--- config.mk ---
export PLATFORM = sky130hd
export DESIGN_NAME = raster_tgen
export DESIGN_NICKNAME = d
export VERILOG_FILES = /design/src/rtl/raster_tgen_pkg.sv /design/src/rtl/raster_tgen_regs.sv /design/src/rtl/raster_tgen_axis.sv /design/src/rtl/raster_tgen.sv
export SDC_FILE = /design/constraint.sdc
export NUM_CORES = 1
export LEC_CHECK = 0
export ABC_CLOCK_PERIOD_IN_PS = 4500
export BUFFER_PORTS_ARGS = -buffer_cell sky130_fd_sc_hd__buf_2
export CORE_MARGIN = 10
export CORE_UTILIZATION = 52
export CTS_CLUSTER_SIZE = 14
export DETAILED_ROUTE_END_ITERATION = 8
export MAX_ROUTING_LAYER = met4
export PLACE_DENSITY = 0.78
export SYNTH_ARGS = -nofsm -noshare
export SYNTH_HDL_FRONTEND = slang
export SYNTH_SLANG_ARGS = --single-unit
--- constraint.sdc ---
create_clock -name clk -period 4.5 [get_ports clk]
set_clock_uncertainty 0.2 [all_clocks]
set_input_delay 0.9 -clock clk [delete_from_list [all_inputs] [get_ports clk]]
set_output_delay 0.9 -clock clk [all_outputs]
set_load 0.01 [all_outputs]
--- src/rtl/raster_tgen_pkg.sv ---
package raster_tgen_pkg;

   localparam int unsigned RW = 16;

   localparam logic [7:0] OFS_H_BASE = 8'h60;
   localparam logic [7:0] OFS_V_BASE = 8'h70;
   localparam logic [7:0] OFS_CTRL   = 8'h80;
   localparam int unsigned CTRL_FLIPX_BIT = 3;
   localparam int unsigned CTRL_FLIPY_BIT = 4;
   localparam int unsigned NSLOT = 8;

   typedef struct packed {
      logic [RW-1:0] sync_end;
      logic [RW-1:0] blank_end;
      logic [RW-1:0] screen_end;
      logic [RW-1:0] total_end;
   } axis_cfg_t;

   // slots 0..3 horizontal, 4..7 vertical; each in sync/blank/screen/total order
   function automatic logic [7:0] slot_addr(input int unsigned idx);
      logic [7:0] base;
      base = (idx < 4) ? OFS_H_BASE : OFS_V_BASE;
      return base + 8'((idx % 4) * 2);
   endfunction

endpackage

--- src/rtl/raster_tgen_regs.sv ---
module raster_tgen_regs
   import raster_tgen_pkg::*;
#(
   parameter int unsigned CW           = 11,
   parameter int unsigned H_SYNC_END   = 42,
   parameter int unsigned H_BLANK_END  = 111,
   parameter int unsigned H_SCREEN_END = 495,
   parameter int unsigned H_TOTAL_END  = 613,
   parameter int unsigned V_SYNC_END   = 3,
   parameter int unsigned V_BLANK_END  = 21,
   parameter int unsigned V_SCREEN_END = 245,
   parameter int unsigned V_TOTAL_END  = 262
) (
   input  logic          clk,
   input  logic          rst_n,
   input  logic          we,
   input  logic [7:0]    addr,
   input  logic [RW-1:0] wdata,
   input  logic          commit,
   output axis_cfg_t     h_cfg,
   output axis_cfg_t     v_cfg,
   output logic          flip_x,
   output logic          flip_y
);

   localparam logic [RW-1:0] MASK = RW'((32'd1 << CW) - 1);

   if (CW < 2 || CW > RW) begin : g_bad_cw
      $error("raster_tgen_regs: CW must lie in 2..16");
   end
   if (H_TOTAL_END >= (1 << CW) || V_TOTAL_END >= (1 << CW)) begin : g_bad_total
      $error("raster_tgen_regs: reset total does not fit the counter width");
   end

   function automatic logic [RW-1:0] reset_word(input int unsigned idx);
      case (idx)
         0: return RW'(H_SYNC_END);
         1: return RW'(H_BLANK_END);
         2: return RW'(H_SCREEN_END);
         3: return RW'(H_TOTAL_END);
         4: return RW'(V_SYNC_END);
         5: return RW'(V_BLANK_END);
         6: return RW'(V_SCREEN_END);
         default: return RW'(V_TOTAL_END);
      endcase
   endfunction

   logic [NSLOT-1:0][RW-1:0] shd_q, live_q;
   logic [1:0]               shd_ctl_q, live_ctl_q;

   always_ff @(posedge clk or negedge rst_n) begin
      if (!rst_n) begin
         for (int i = 0; i < NSLOT; i++) begin
            shd_q[i]  <= reset_word(i) & MASK;
            live_q[i] <= reset_word(i) & MASK;
         end
         shd_ctl_q  <= '0;
         live_ctl_q <= '0;
      end else begin
         if (commit) begin
            live_q     <= shd_q;
            live_ctl_q <= shd_ctl_q;
         end
         if (we) begin
            for (int i = 0; i < NSLOT; i++) begin
               if (addr == slot_addr(i)) shd_q[i] <= wdata & MASK;
            end
            if (addr == OFS_CTRL)
               shd_ctl_q <= {wdata[CTRL_FLIPY_BIT], wdata[CTRL_FLIPX_BIT]};
         end
      end
   end

   assign h_cfg  = '{sync_end: live_q[0], blank_end: live_q[1],
                     screen_end: live_q[2], total_end: live_q[3]};
   assign v_cfg  = '{sync_end: live_q[4], blank_end: live_q[5],
                     screen_end: live_q[6], total_end: live_q[7]};
   assign flip_x = live_ctl_q[0];
   assign flip_y = live_ctl_q[1];

   AST_LIVE_HOLD: assert property (@(posedge clk) disable iff (!rst_n)
      !commit |=> ($stable(live_q) && $stable(live_ctl_q)));

endmodule

--- src/rtl/raster_tgen_axis.sv ---
module raster_tgen_axis
   import raster_tgen_pkg::*;
#(
   parameter int unsigned CW      = 11,
   parameter bit          FLIP_EN = 1'b1
) (
   input  logic          clk,
   input  logic          rst_n,
   input  logic          adv,
   input  axis_cfg_t     cfg,
   input  logic          flip,
   output logic [CW-1:0] count,
   output logic          wrap,
   output logic          sync,
   output logic          blank,
   output logic [CW-1:0] coord
);

   logic [RW-1:0] cnt_w, raw_w, span_w, coord_w;
   logic [RW-1:0] unused_coord_hi;

   assign cnt_w = RW'(count);
   assign wrap  = adv && (cnt_w >= cfg.total_end);

   always_ff @(posedge clk or negedge rst_n) begin
      if (!rst_n)    count <= '0;
      else if (wrap) count <= '0;
      else if (adv)  count <= count + 1'b1;
   end

   assign sync   = (cnt_w <= cfg.sync_end);
   assign blank  = (cnt_w <= cfg.blank_end) || (cnt_w > cfg.screen_end);
   assign raw_w  = cnt_w - cfg.blank_end - 1'b1;
   assign span_w = cfg.screen_end - cfg.blank_end - 1'b1;

   if (FLIP_EN) begin : g_mirror
      assign coord_w = flip ? (span_w - raw_w) : raw_w;
   end else begin : g_plain
      logic unused_flip;
      assign unused_flip = flip;
      assign coord_w     = raw_w;
   end

   assign coord           = coord_w[CW-1:0];
   assign unused_coord_hi = coord_w;

   AST_CNT_IN_RANGE: assert property (@(posedge clk) disable iff (!rst_n)
      cnt_w <= cfg.total_end);
   AST_HOLD_IDLE: assert property (@(posedge clk) disable iff (!rst_n)
      !adv |=> $stable(count));
   AST_WRAP_TO_ZERO: assert property (@(posedge clk) disable iff (!rst_n)
      wrap |=> (count == '0));
   AST_COORD_SPAN: assert property (@(posedge clk) disable iff (!rst_n)
      !blank |-> (coord_w <= span_w));

endmodule

--- src/rtl/raster_tgen.sv ---
module raster_tgen
   import raster_tgen_pkg::*;
#(
   parameter int unsigned CW           = 11,
   parameter bit          FLIP_EN      = 1'b1,
   parameter int unsigned H_SYNC_END   = 42,
   parameter int unsigned H_BLANK_END  = 111,
   parameter int unsigned H_SCREEN_END = 495,
   parameter int unsigned H_TOTAL_END  = 613,
   parameter int unsigned V_SYNC_END   = 3,
   parameter int unsigned V_BLANK_END  = 21,
   parameter int unsigned V_SCREEN_END = 245,
   parameter int unsigned V_TOTAL_END  = 262
) (
   input  logic          clk,
   input  logic          rst_n,
   input  logic          tick_en,
   input  logic          reg_we,
   input  logic [7:0]    reg_addr,
   input  logic [15:0]   reg_wdata,
   output logic [CW-1:0] hcount,
   output logic [CW-1:0] vcount,
   output logic          hsync,
   output logic          vsync,
   output logic          hblank,
   output logic          vblank,
   output logic          active,
   output logic          line_start,
   output logic [CW-1:0] xpos,
   output logic [CW-1:0] ypos
);

   axis_cfg_t     h_cfg, v_cfg;
   logic          flip_x, flip_y;
   logic          h_wrap, v_wrap, frame_end;
   logic [CW-1:0] h_coord, v_coord;

   assign frame_end = h_wrap && v_wrap;

   raster_tgen_regs #(
      .CW(CW),
      .H_SYNC_END(H_SYNC_END), .H_BLANK_END(H_BLANK_END),
      .H_SCREEN_END(H_SCREEN_END), .H_TOTAL_END(H_TOTAL_END),
      .V_SYNC_END(V_SYNC_END), .V_BLANK_END(V_BLANK_END),
      .V_SCREEN_END(V_SCREEN_END), .V_TOTAL_END(V_TOTAL_END)
   ) u_regs (
      .clk(clk), .rst_n(rst_n), .we(reg_we), .addr(reg_addr), .wdata(reg_wdata),
      .commit(frame_end), .h_cfg(h_cfg), .v_cfg(v_cfg),
      .flip_x(flip_x), .flip_y(flip_y)
   );

   raster_tgen_axis #(.CW(CW), .FLIP_EN(FLIP_EN)) u_haxis (
      .clk(clk), .rst_n(rst_n), .adv(tick_en), .cfg(h_cfg), .flip(flip_x),
      .count(hcount), .wrap(h_wrap), .sync(hsync), .blank(hblank), .coord(h_coord)
   );

   raster_tgen_axis #(.CW(CW), .FLIP_EN(FLIP_EN)) u_vaxis (
      .clk(clk), .rst_n(rst_n), .adv(h_wrap), .cfg(v_cfg), .flip(flip_y),
      .count(vcount), .wrap(v_wrap), .sync(vsync), .blank(vblank), .coord(v_coord)
   );

   always_ff @(posedge clk or negedge rst_n) begin
      if (!rst_n) line_start <= 1'b0;
      else        line_start <= h_wrap;
   end

   assign active = !hblank && !vblank;
   assign xpos   = active ? h_coord : '0;
   assign ypos   = active ? v_coord : '0;

   AST_LINE_START_ORIGIN: assert property (@(posedge clk) disable iff (!rst_n)
      line_start |-> (hcount == '0));
   AST_FRAME_ORIGIN: assert property (@(posedge clk) disable iff (!rst_n)
      frame_end |=> (hcount == '0 && vcount == '0));
   AST_POS_IDLE: assert property (@(posedge clk) disable iff (!rst_n)
      !active |-> (xpos == '0 && ypos == '0));

endmodule

# Yosys cells after proc, flatten, opt, wreduce, memory -nomap -nowiden
# Cells that the tools add are included.
[word_totals]
out_inout_bits = 50
ff_bits = 203
[op_classes]
n_eq_ne = 9
order_cmp = 8
muxes = 8
addsub = 12
reduce_logical = 19
[op_table]
columns = ["cell", "count"]
rows = [
  ["2-to-1 mux 11 bit", 8],
  ["subtractor 11 bit", 6],
  ["equality test 8 x 7 -> 1 bit, second input constant", 8],
  ["<= comparator 11 bit", 4],
  ["subtractor 11 x 1 -> 11 bit, second input constant", 4],
  ["adder 11 x 1 -> 11 bit, second input constant", 2],
  ["greater-or-equal comparator 11 bit", 2],
  ["> comparator 11 bit", 2],
  ["AND reduction 2 bit", 9],
  ["equality test 8 bit, second input constant", 1],
  ["logical AND 1 bit", 4],
  ["nonzero test 2 bit", 2],
  ["logical NOT 1 bit", 2],
  ["logical OR 1 bit", 2],
]

# Logic depth before layout (Yosys ltp)
# Gate-level depths: netlist of run 1.
[logic_depth]
depth_word = 5
mapped_depth = 19
ltp_nobuf = 19

# Hierarchy
# A second synthesis of run 1 with hierarchy kept.
[unflattened]
hier_cells = 1156
area_unflattened_um2 = 12936.2
[by_module_without_submodules]
columns = ["mod", "instances", "cells_per_inst", "seq_area_each_um2", "area_per_inst_um2"]
rows = [
  ["raster_tgen_regs", 1, 435, 4594.4, 7163.1],
  ["raster_tgen_axis at u_haxis", 1, 350, 275.3, 2721.4],
  ["raster_tgen_axis at u_vaxis", 1, 342, 275.3, 2711.4],
  ["raster_tgen", 1, 29, 25.0, 340.3],
]

# Worst setup path before layout of run 1
# No wires, ideal clock.
[synth_path]
path_kind = "register to output"
start = "register u_regs.live_q (netlist bit u_regs.v_cfg[32])"
end = "output ypos[10]"
slack_ns = -0.469
arrival_ns = 3.869
t_required_ns = 3.400
path_stages_with_launch = 18
cell_sequence = "dfstp_2 -> inv_1 -> ha_1 -> fa_1 -> a211oi_1 -> o21ai_0 -> nand2_1 -> xnor2_1 -> fa_1 -> inv_1 -> ha_1 -> or4_1 -> or2_2 -> o22ai_1 -> xnor2_1 -> nand2_1 -> xnor2_1 -> nor2_1"
[synth_via]
elab_chain_cells = 5
elab_cells_between_ends = 11
classes_between = "add/sub: 5; order compare: 1; mux: 2; reduce/logical: 3"
[synth_lines]
columns = ["item", "line_no", "source"]
rows = [
  ["start, declared", "raster_tgen_regs.sv:48", "logic [NSLOT-1:0][RW-1:0] shd_q, live_q;"],
  ["start signal, assigned by index", "raster_tgen_regs.sv:55", "live_q[i] <= reset_word(i) & MASK;"],
  ["start signal, assigned", "raster_tgen_regs.sv:61", "live_q <= shd_q;"],
  ["subtractor 11 bit (tied with other cells)", "raster_tgen_axis.sv:34", "assign span_w = cfg.screen_end - cfg.blank_end - 1'b1;"],
  ["subtractor 11 x 1 -> 11 bit (tied with other cells)", "raster_tgen_axis.sv:34", ""],
  ["subtractor 11 bit or logical NOT 1 bit (tied branches)", "raster_tgen_axis.sv:37, raster_tgen.sv:67", ""],
  ["2-to-1 mux 11 bit or logical AND 1 bit (tied branches)", "raster_tgen_axis.sv:37, raster_tgen.sv:67", ""],
  ["2-to-1 mux 11 bit *", "raster_tgen.sv:69", "assign ypos = active ? v_coord : '0;"],
  ["end, declared", "raster_tgen.sv:30", "output logic [CW-1:0] ypos"],
]
# Every way passes the cells marked *; elsewhere a longest branch is shown, timed or not.

# Final worst setup path of run 1
# Same ends and word-level chain as after synthesis.

==> metrics.cfg, run 1 <==
[routing]
post_drt_wl_per_cell_um=18.3
drt_wl_total_um=30700
first_pass_iters=5
dr_total_vias=9332
iter_0_drt_violations=572
drt.antenna.violating_nets=0
routed_via_density=5.56
drc=0

[global_routing]
grt_antenna_before_repair=0
grt_remaining_overflow=0
first_pass_grt_wire_length_um=49800
first_global_vias=9780
grt_start_max_net_pins=103
grt_use_total=0.204

[setup_path]
setup.worst_path.class=reg2out
critical_path_required_ps=3400
crit_path_end_kind=output pin
timing.critical_path.from_type=flip-flop
crit_arrival_ps=4380
crit_fanout=2

[synth]
synth_top_area_share=0.265
synth_top_family_by_area=multiplexers
synth-main-ff-cell=sky130_fd_sc_hd__dfrtp_1
synth.largest_area_cell=sky130_fd_sc_hd__dfrtp_1
postSynthNetCount=1290
synth-edff-count=0
synth.lib_cells_used.distinct=59
synth_adder_area_share=0.150
post_synth.cell_area_avg_um2=11.0
simple_gate_share_of_the_synthesized_area=0.0860
netlist_area_um2=12400
synth.yosys.warnings=0
synthesis.instances=1127
yosys-top-cells-area=sky130_fd_sc_hd__dfrtp_1 (26%), sky130_fd_sc_hd__mux2_2 (16%), sky130_fd_sc_hd__dfstp_2 (15%)
synth-xor-area-share=0.0283
synth.mux.area_fraction=0.174
synth_async_sr_flop_share=1.00
sequential_fraction_of_the_synthesis_area=0.417
postSynthRegisterBits=203
synth_compound_gate_area_share=0.0928

[hold_path]
hold_removal_path_class=in2async

[placed_design]
place_congestion=0.895
place_inst=1618
numPortBuffers=72
hpwlAfterDp_um=22000

[timing]
post-route-period-util=1.22
report.final.setup_viol=17
timing.hold.ws_ps=267
totalNegativeSetupSlack_ps=-8720
worst-slew-pin-transition_ps=1010
fin_crit_ps=5480
final-hold-violation-count=0
postLayoutSetupSlackWorst_ps=-982
grt_setup_unrepaired=true
max_slew_margin=0.320
final-max-slew-violation-count=0
timing.fmax_mhz=182

[finish]
layout.nets=1508
final_layout_size_suffix_gt1_frac=0.445
n_fill_cell=1709
multi_input_comb_area_um2=7150
antennaDiodeCount=0
sequential_cell_area_um2=5170
post_layout_nonfiller_instances=1678
synthToLayoutAreaGrowth_pct=25.2

[job]
number_of_max_cap_violations=0

[clocking]
clock_path_buffers=3
clock_sinks=203
clk_pin_slew_worst_paths_ps=60
cts-hold-fix-buffers=0
clk_latency_ps=490
number_of_clock_buffers_inserted_by_tritoncts=21
cts_tree=yes
cts_htree_levels=1
clk_root_buffer_cell=sky130_fd_sc_hd__clkbuf_16

[floorplan]
die_h_um=174
placementRows=56
floorplan.die_area_um2=30400
start_util=0.528
dieWidth_um=174
core_um2=23500
num_io_pins=78

[status]
violated_checks=negative setup slack
status=complete, but fails checks

[metal layers]
layer / track usage / vias to the layer above / part of all wire
met4: 0.0620 / 0 / 0.023
met3: 0.0212 / 57 / 0.040
li1: - / 4400 / -
met2: 0.333 / 220 / 0.49
met1: 0.263 / 4655 / 0.45
met5: - / - / 0
[worst paths after layout]
kind                                                   start                            end  slack (ps)  cells past startpoint
worst max-delay path            u_regs.v_cfg[32]$_DFFE_PN1P_                       ypos[10]        -980                     18
worst min-delay path                                   rst_n  u_regs.shd_q[116]$_DFFE_PN0P_         270                      1
worst max register to register  u_haxis.count[8]$_DFFE_PN0P_   u_regs.h_cfg[20]$_DFFE_PN0P_         680                     11
worst min register to register  u_regs.shd_q[97]$_DFFE_PN0P_   u_regs.v_cfg[17]$_DFFE_PN0P_         280                      1
max in group asynchronous                              rst_n  u_regs.shd_q[102]$_DFFE_PN1P_        2910                      2
min in group clk                u_regs.shd_q[97]$_DFFE_PN0P_   u_regs.v_cfg[17]$_DFFE_PN0P_         280                      1
[synth_stat cells (all sizes together), types with 8 or more instances]
cell / number
a211oi: 18
a21o: 12
a21oi: 24
and3: 11
buf: 13
clkbuf: 17
dfrtp: 131
dfstp: 72
fa: 22
ha: 113
inv: 137
mux2: 181
mux2i: 12
nand2: 32
nand2b: 10
nand3: 34
nand4: 15
nor2: 63
nor2b: 9
nor3: 13
o211ai: 8
o21a: 15
o21ai: 60
xnor2: 27
xor2: 13
[cells in the final DEF, fill, tap and decap left out, types with 6 or more instances in the layout]
cell type	Yosys	final
sky130_fd_sc_hd__a21o_1	12	12
sky130_fd_sc_hd__nand2_1	32	31
sky130_fd_sc_hd__inv_2	1	15
sky130_fd_sc_hd__ha_1	113	95
sky130_fd_sc_hd__a211oi_2	0	11
sky130_fd_sc_hd__nor2b_1	9	8
sky130_fd_sc_hd__xor2_1	13	12
sky130_fd_sc_hd__a211oi_1	18	6
sky130_fd_sc_hd__o21ai_0	57	43
sky130_fd_sc_hd__buf_6	0	12
sky130_fd_sc_hd__buf_4	0	138
sky130_fd_sc_hd__ha_4	0	16
sky130_fd_sc_hd__o21a_1	15	15
sky130_fd_sc_hd__xnor2_2	0	9
sky130_fd_sc_hd__and3_1	11	11
sky130_fd_sc_hd__clkbuf_1	17	9
sky130_fd_sc_hd__nand2b_1	10	10
sky130_fd_sc_hd__buf_2	11	71
sky130_fd_sc_hd__mux2i_1	12	12
sky130_fd_sc_hd__nand4_1	15	15
sky130_fd_sc_hd__nor3_1	13	11
sky130_fd_sc_hd__inv_1	136	120
sky130_fd_sc_hd__xnor2_1	27	18
sky130_fd_sc_hd__o21ai_1	1	10
sky130_fd_sc_hd__a21oi_1	24	20
sky130_fd_sc_hd__nand3_1	34	31
sky130_fd_sc_hd__dfstp_2	72	72
sky130_fd_sc_hd__clkbuf_16	0	21
sky130_fd_sc_hd__o211ai_1	8	8
sky130_fd_sc_hd__nor2_1	63	56
sky130_fd_sc_hd__mux2_2	173	172
sky130_fd_sc_hd__fa_1	22	19
sky130_fd_sc_hd__nor2_2	0	7
sky130_fd_sc_hd__dfrtp_1	131	128
sky130_fd_sc_hd__mux2_1	8	8
[flip-flops by register name, indices dropped and copies added, names as in the netlist]
register           flops
u_regs.shd_q          88
u_regs.h_cfg          44
u_regs.v_cfg          44
u_haxis.count         11
u_vaxis.count         11
u_regs.live_ctl_q      2
u_regs.shd_ctl_q       2
line_start             1
[critical path, stage by stage (launching register included)]
cell and delay (ps):
sky130_fd_sc_hd__dfstp_2 530, sky130_fd_sc_hd__inv_2 40, sky130_fd_sc_hd__ha_4 160, sky130_fd_sc_hd__fa_2 390, sky130_fd_sc_hd__a211oi_4 270, sky130_fd_sc_hd__o21ai_2 100
sky130_fd_sc_hd__nand2_1 110, sky130_fd_sc_hd__xnor2_2 80, sky130_fd_sc_hd__fa_1 490, sky130_fd_sc_hd__inv_1 40, sky130_fd_sc_hd__ha_1 200, sky130_fd_sc_hd__or4_4 550
sky130_fd_sc_hd__or2_4 250, sky130_fd_sc_hd__o22ai_2 110, sky130_fd_sc_hd__xnor2_1 130, sky130_fd_sc_hd__nand2_1 80, sky130_fd_sc_hd__xnor2_1 160, sky130_fd_sc_hd__nor2_1 80
sky130_fd_sc_hd__buf_2 140
[layout make-up]
type / count / area share
timing repair buffer: 225 / 0.103
clock inverter: 5 / 0.00524
tap: 319 / 0.0257
sequential: 203 / 0.333
inverter: 137 / 0.0335
clock buffer: 32 / 0.0378
multi-input combinational: 757 / 0.461
[logic make-up (layout without fill, tap and decap cells)]
logic type                 Yosys count  count (layout)
DFF                                203             203
xor gates and xnor gates            40              40
AOI/OAI and AO/OA                  176             176
buffers and inverters              167             399
and+or+nand+nor                    213             213
muxes                              193             193
adders and majority gates          135             135
[through the flow]
step,util,cell area [µm²],worst slack [ps]
after global routing,0.661,15500,-1220
after floorplan,-,12500,-291
after CTS,0.650,15300,-952
final,0.661,15500,-982
after detailed placement,0.603,14200,-529
after global placement,0.603,14200,-501
[what timing repair did]
item / CTS / global route
buffers inserted: 11 / 15
cloned: 0 / 0
resized for setup: 78 / 38
endpoints found under the setup margin: 19 / 19
pin swaps: 47 / 54
Power of run 1 is left out: the tool's default activity adds up to more than one toggle a clock period on the data nets, which glitch-free logic cannot reach.
==> run 2, diff against run 1 <==
--- a/config.mk
+++ b/config.mk
@@ -5,7 +5,6 @@
 export SDC_FILE = /design/constraint.sdc
 export NUM_CORES = 1
 export LEC_CHECK = 0
-export ABC_CLOCK_PERIOD_IN_PS = 4500
 export BUFFER_PORTS_ARGS = -buffer_cell sky130_fd_sc_hd__buf_2
 export CORE_MARGIN = 10
 export CORE_UTILIZATION = 52
==> constraint.sdc (replaced) <==
create_clock -name clk -period 4.8 [get_ports clk]
set_clock_uncertainty 0.2 [all_clocks]
set_input_delay 0.96 -clock clk [delete_from_list [all_inputs] [get_ports clk]]
set_output_delay 0.96 -clock clk [all_outputs]
set_load 0.01 [all_outputs]
==> metrics.cfg, run 2 (same netlist as run 1, synthesis figures left out) <==
[setup_path]
crit_fanout=2  ; unchanged
critPathTopFamily=adder cells
crit_path_end_kind=output pin
delay_contributed_by_the_slowest_stage_of_the_critical_path_ps=540  ; about the same
timing.critical_path.from_type=flip-flop
crit_chain=inv_2 -> ha_4 -> fa_2 -> a211oi_4 -> o21bai_1 -> a21oi_1 -> xnor2_1 -> fa_1 -> inv_1 -> ha_2 -> or4_4 -> or2_4 -> o22ai_2 -> xnor2_1 -> nand2_1 -> xnor2_1 -> nor2_1 -> buf_2
critical_path.reg2reg.endpoint=u_regs.h_cfg[48]$_DFFE_PN0P_
crit-reg2reg-launch=u_haxis.count[1]$_DFFE_PN0P_
timing.critical_path.buf_inv=3  ; unchanged
critical_path.slowest_cell=sky130_fd_sc_hd__dfstp_2
cp_num_cells=18  ; unchanged
critical_path_required_ps=3640  ; +240 ps
critPathMostFrequentCell=sky130_fd_sc_hd__xnor2_1
setup.worst_path.class=reg2out
crit_arrival_ps=4370  ; about the same
setup.reg_to_reg.worst_slack_ps=950  ; +270 ps
rr_worst_depth=12  ; +1

[finish]
largest_register=u_regs.shd_q
layout.cell_area.non_filler_um2=15200  ; -2.3%
layout.nets=1467  ; -2.7%
layout_commonest_cell=sky130_fd_sc_hd__mux2_2
antennaDiodeCount=0  ; unchanged
final_layout_size_suffix_gt1_frac=0.424  ; -0.0211
commonest_cells_after_routing_fill_and_taps_aside=sky130_fd_sc_hd__mux2_2 (172), sky130_fd_sc_hd__dfrtp_1 (130), sky130_fd_sc_hd__inv_1 (121)
number_of_flip_flops_under_the_largest_register_name=88  ; unchanged
final_core_util=0.646  ; -0.0152
n_fill_cell=1721  ; +0.70%
synthToLayoutAreaGrowth_pct=22.3

[timing]
post-route-period-util=1.15
totalNegativeSetupSlack_ps=-6030  ; +2680 ps
max_slew_margin=0.270  ; -0.0506
grt_setup_unrepaired=true
postLayoutSetupSlackWorst_ps=-729  ; +253 ps
worst-slew-pin-transition_ps=1090  ; +79.4 ps
fin_crit_ps=5530
final-hold-violation-count=0  ; unchanged
final-max-slew-violation-count=0  ; unchanged
report.final.setup_viol=13  ; -4
timing.fmax_mhz=181

[global_routing]
grt_use_total=0.203  ; -0.000875
first_global_vias=9642  ; -1.4%
grt_start_max_net_pins=131  ; +27%
first_pass_grt_wire_length_um=49400  ; -0.94%
grt_antenna_before_repair=0  ; unchanged
grt_remaining_overflow=0  ; unchanged

[hold_path]
timing.hold.worst_endpoint=u_regs.v_cfg[17]$_DFFE_PN0P_
hold_path_depth=1
hold_path_startpoint=u_regs.shd_q[97]$_DFFE_PN0P_
hold_removal_path_class=reg2reg

[routing]
drc=0  ; unchanged
iter_0_drt_violations=602  ; +5.2%
drt_wl_total_um=30800  ; +0.10%
first_pass_iters=5  ; unchanged
routed_via_density=5.61  ; +0.96%
drt.antenna.violating_nets=0  ; unchanged
dr_total_vias=9191  ; -1.5%
post_drt_wl_per_cell_um=18.8  ; +2.6%

[status]
violated_checks=negative setup slack
status=complete, but fails checks

[floorplan]
placementRows=56  ; unchanged
core_um2=23500  ; unchanged
die_h_um=174  ; unchanged
num_io_pins=78  ; unchanged
dieWidth_um=174  ; unchanged
start_util=0.528  ; unchanged
floorplan.die_area_um2=30400  ; unchanged

[clocking]
cts_htree_levels=1  ; unchanged
clock_sinks=203  ; unchanged
cts-hold-fix-buffers=0  ; unchanged
clk_pin_slew_worst_paths_ps=60  ; about the same
cts_tree=yes
number_of_clock_buffers_inserted_by_tritoncts=20  ; -4.8%
clock_path_buffers=3  ; unchanged
clk_root_buffer_cell=sky130_fd_sc_hd__clkbuf_16
clk_latency_ps=490  ; about the same

[job]
number_of_max_cap_violations=0  ; unchanged

[placed_design]
hpwlAfterDp_um=21800  ; -1.0%
numPortBuffers=72  ; unchanged
place_congestion=0.912  ; +1.8%
dpl_cell_area_um2=13800  ; -2.5%
detailedPlace.worstSlack_ps=-308  ; +222 ps

run 2: layer usage:
layer | global-route usage | part of all wire
met3 | 0.0204 | 0.037
met1 | 0.252 | 0.44
met2 | 0.343 | 0.50
met5 | - | 0
met4 | 0.0648 | 0.026
run 2: worst max path at each step:
stage | start | to | slack [ps]
floorplan | u_regs.v_cfg[32]$_DFFE_PN1P_ | ypos[10] | -50
global placement | u_regs.v_cfg[32]$_DFFE_PN1P_ | ypos[10] | -240
detailed placement | u_regs.v_cfg[32]$_DFFE_PN1P_ | ypos[10] | -310
CTS | u_regs.v_cfg[32]$_DFFE_PN1P_ | ypos[10] | -730
global route | u_regs.v_cfg[32]$_DFFE_PN1P_ | ypos[8] | -940
finish | u_regs.v_cfg[32]$_DFFE_PN1P_ | ypos[10] | -730
run 2: what timing repair did:
action / 4_1_cts / 5_1_grt
setup endpoints to repair: 20 / 18
pin swaps: 52 / 49
gates resized for setup: 69 / 51
buffers inserted: 16 / 7
run 2: final cells by class:
cell class / instances / area [µm²] / share of cell area
repair buffers: 185 / 1270 / 0.0839
multi-input cells: 757 / 7120 / 0.470
clock buffers: 30 / 619 / 0.0409
flip-flops and latches: 203 / 5170 / 0.341
clock inverters: 6 / 58.8 / 0.00388
inverters: 137 / 514 / 0.0339
well taps: 319 / 399 / 0.0263
run 2: metrics by stage:
step | hold slack, ps | std cells
2_1_floorplan | 252 | 1127
3_3_place_gp | 262 | 1582
3_5_place_dp | 275 | 1582
4_1_cts | 289 | 1633
5_1_grt | 303 | 1637
6_report | 286 | 1637
Power of run 2 is left out for the same reason.
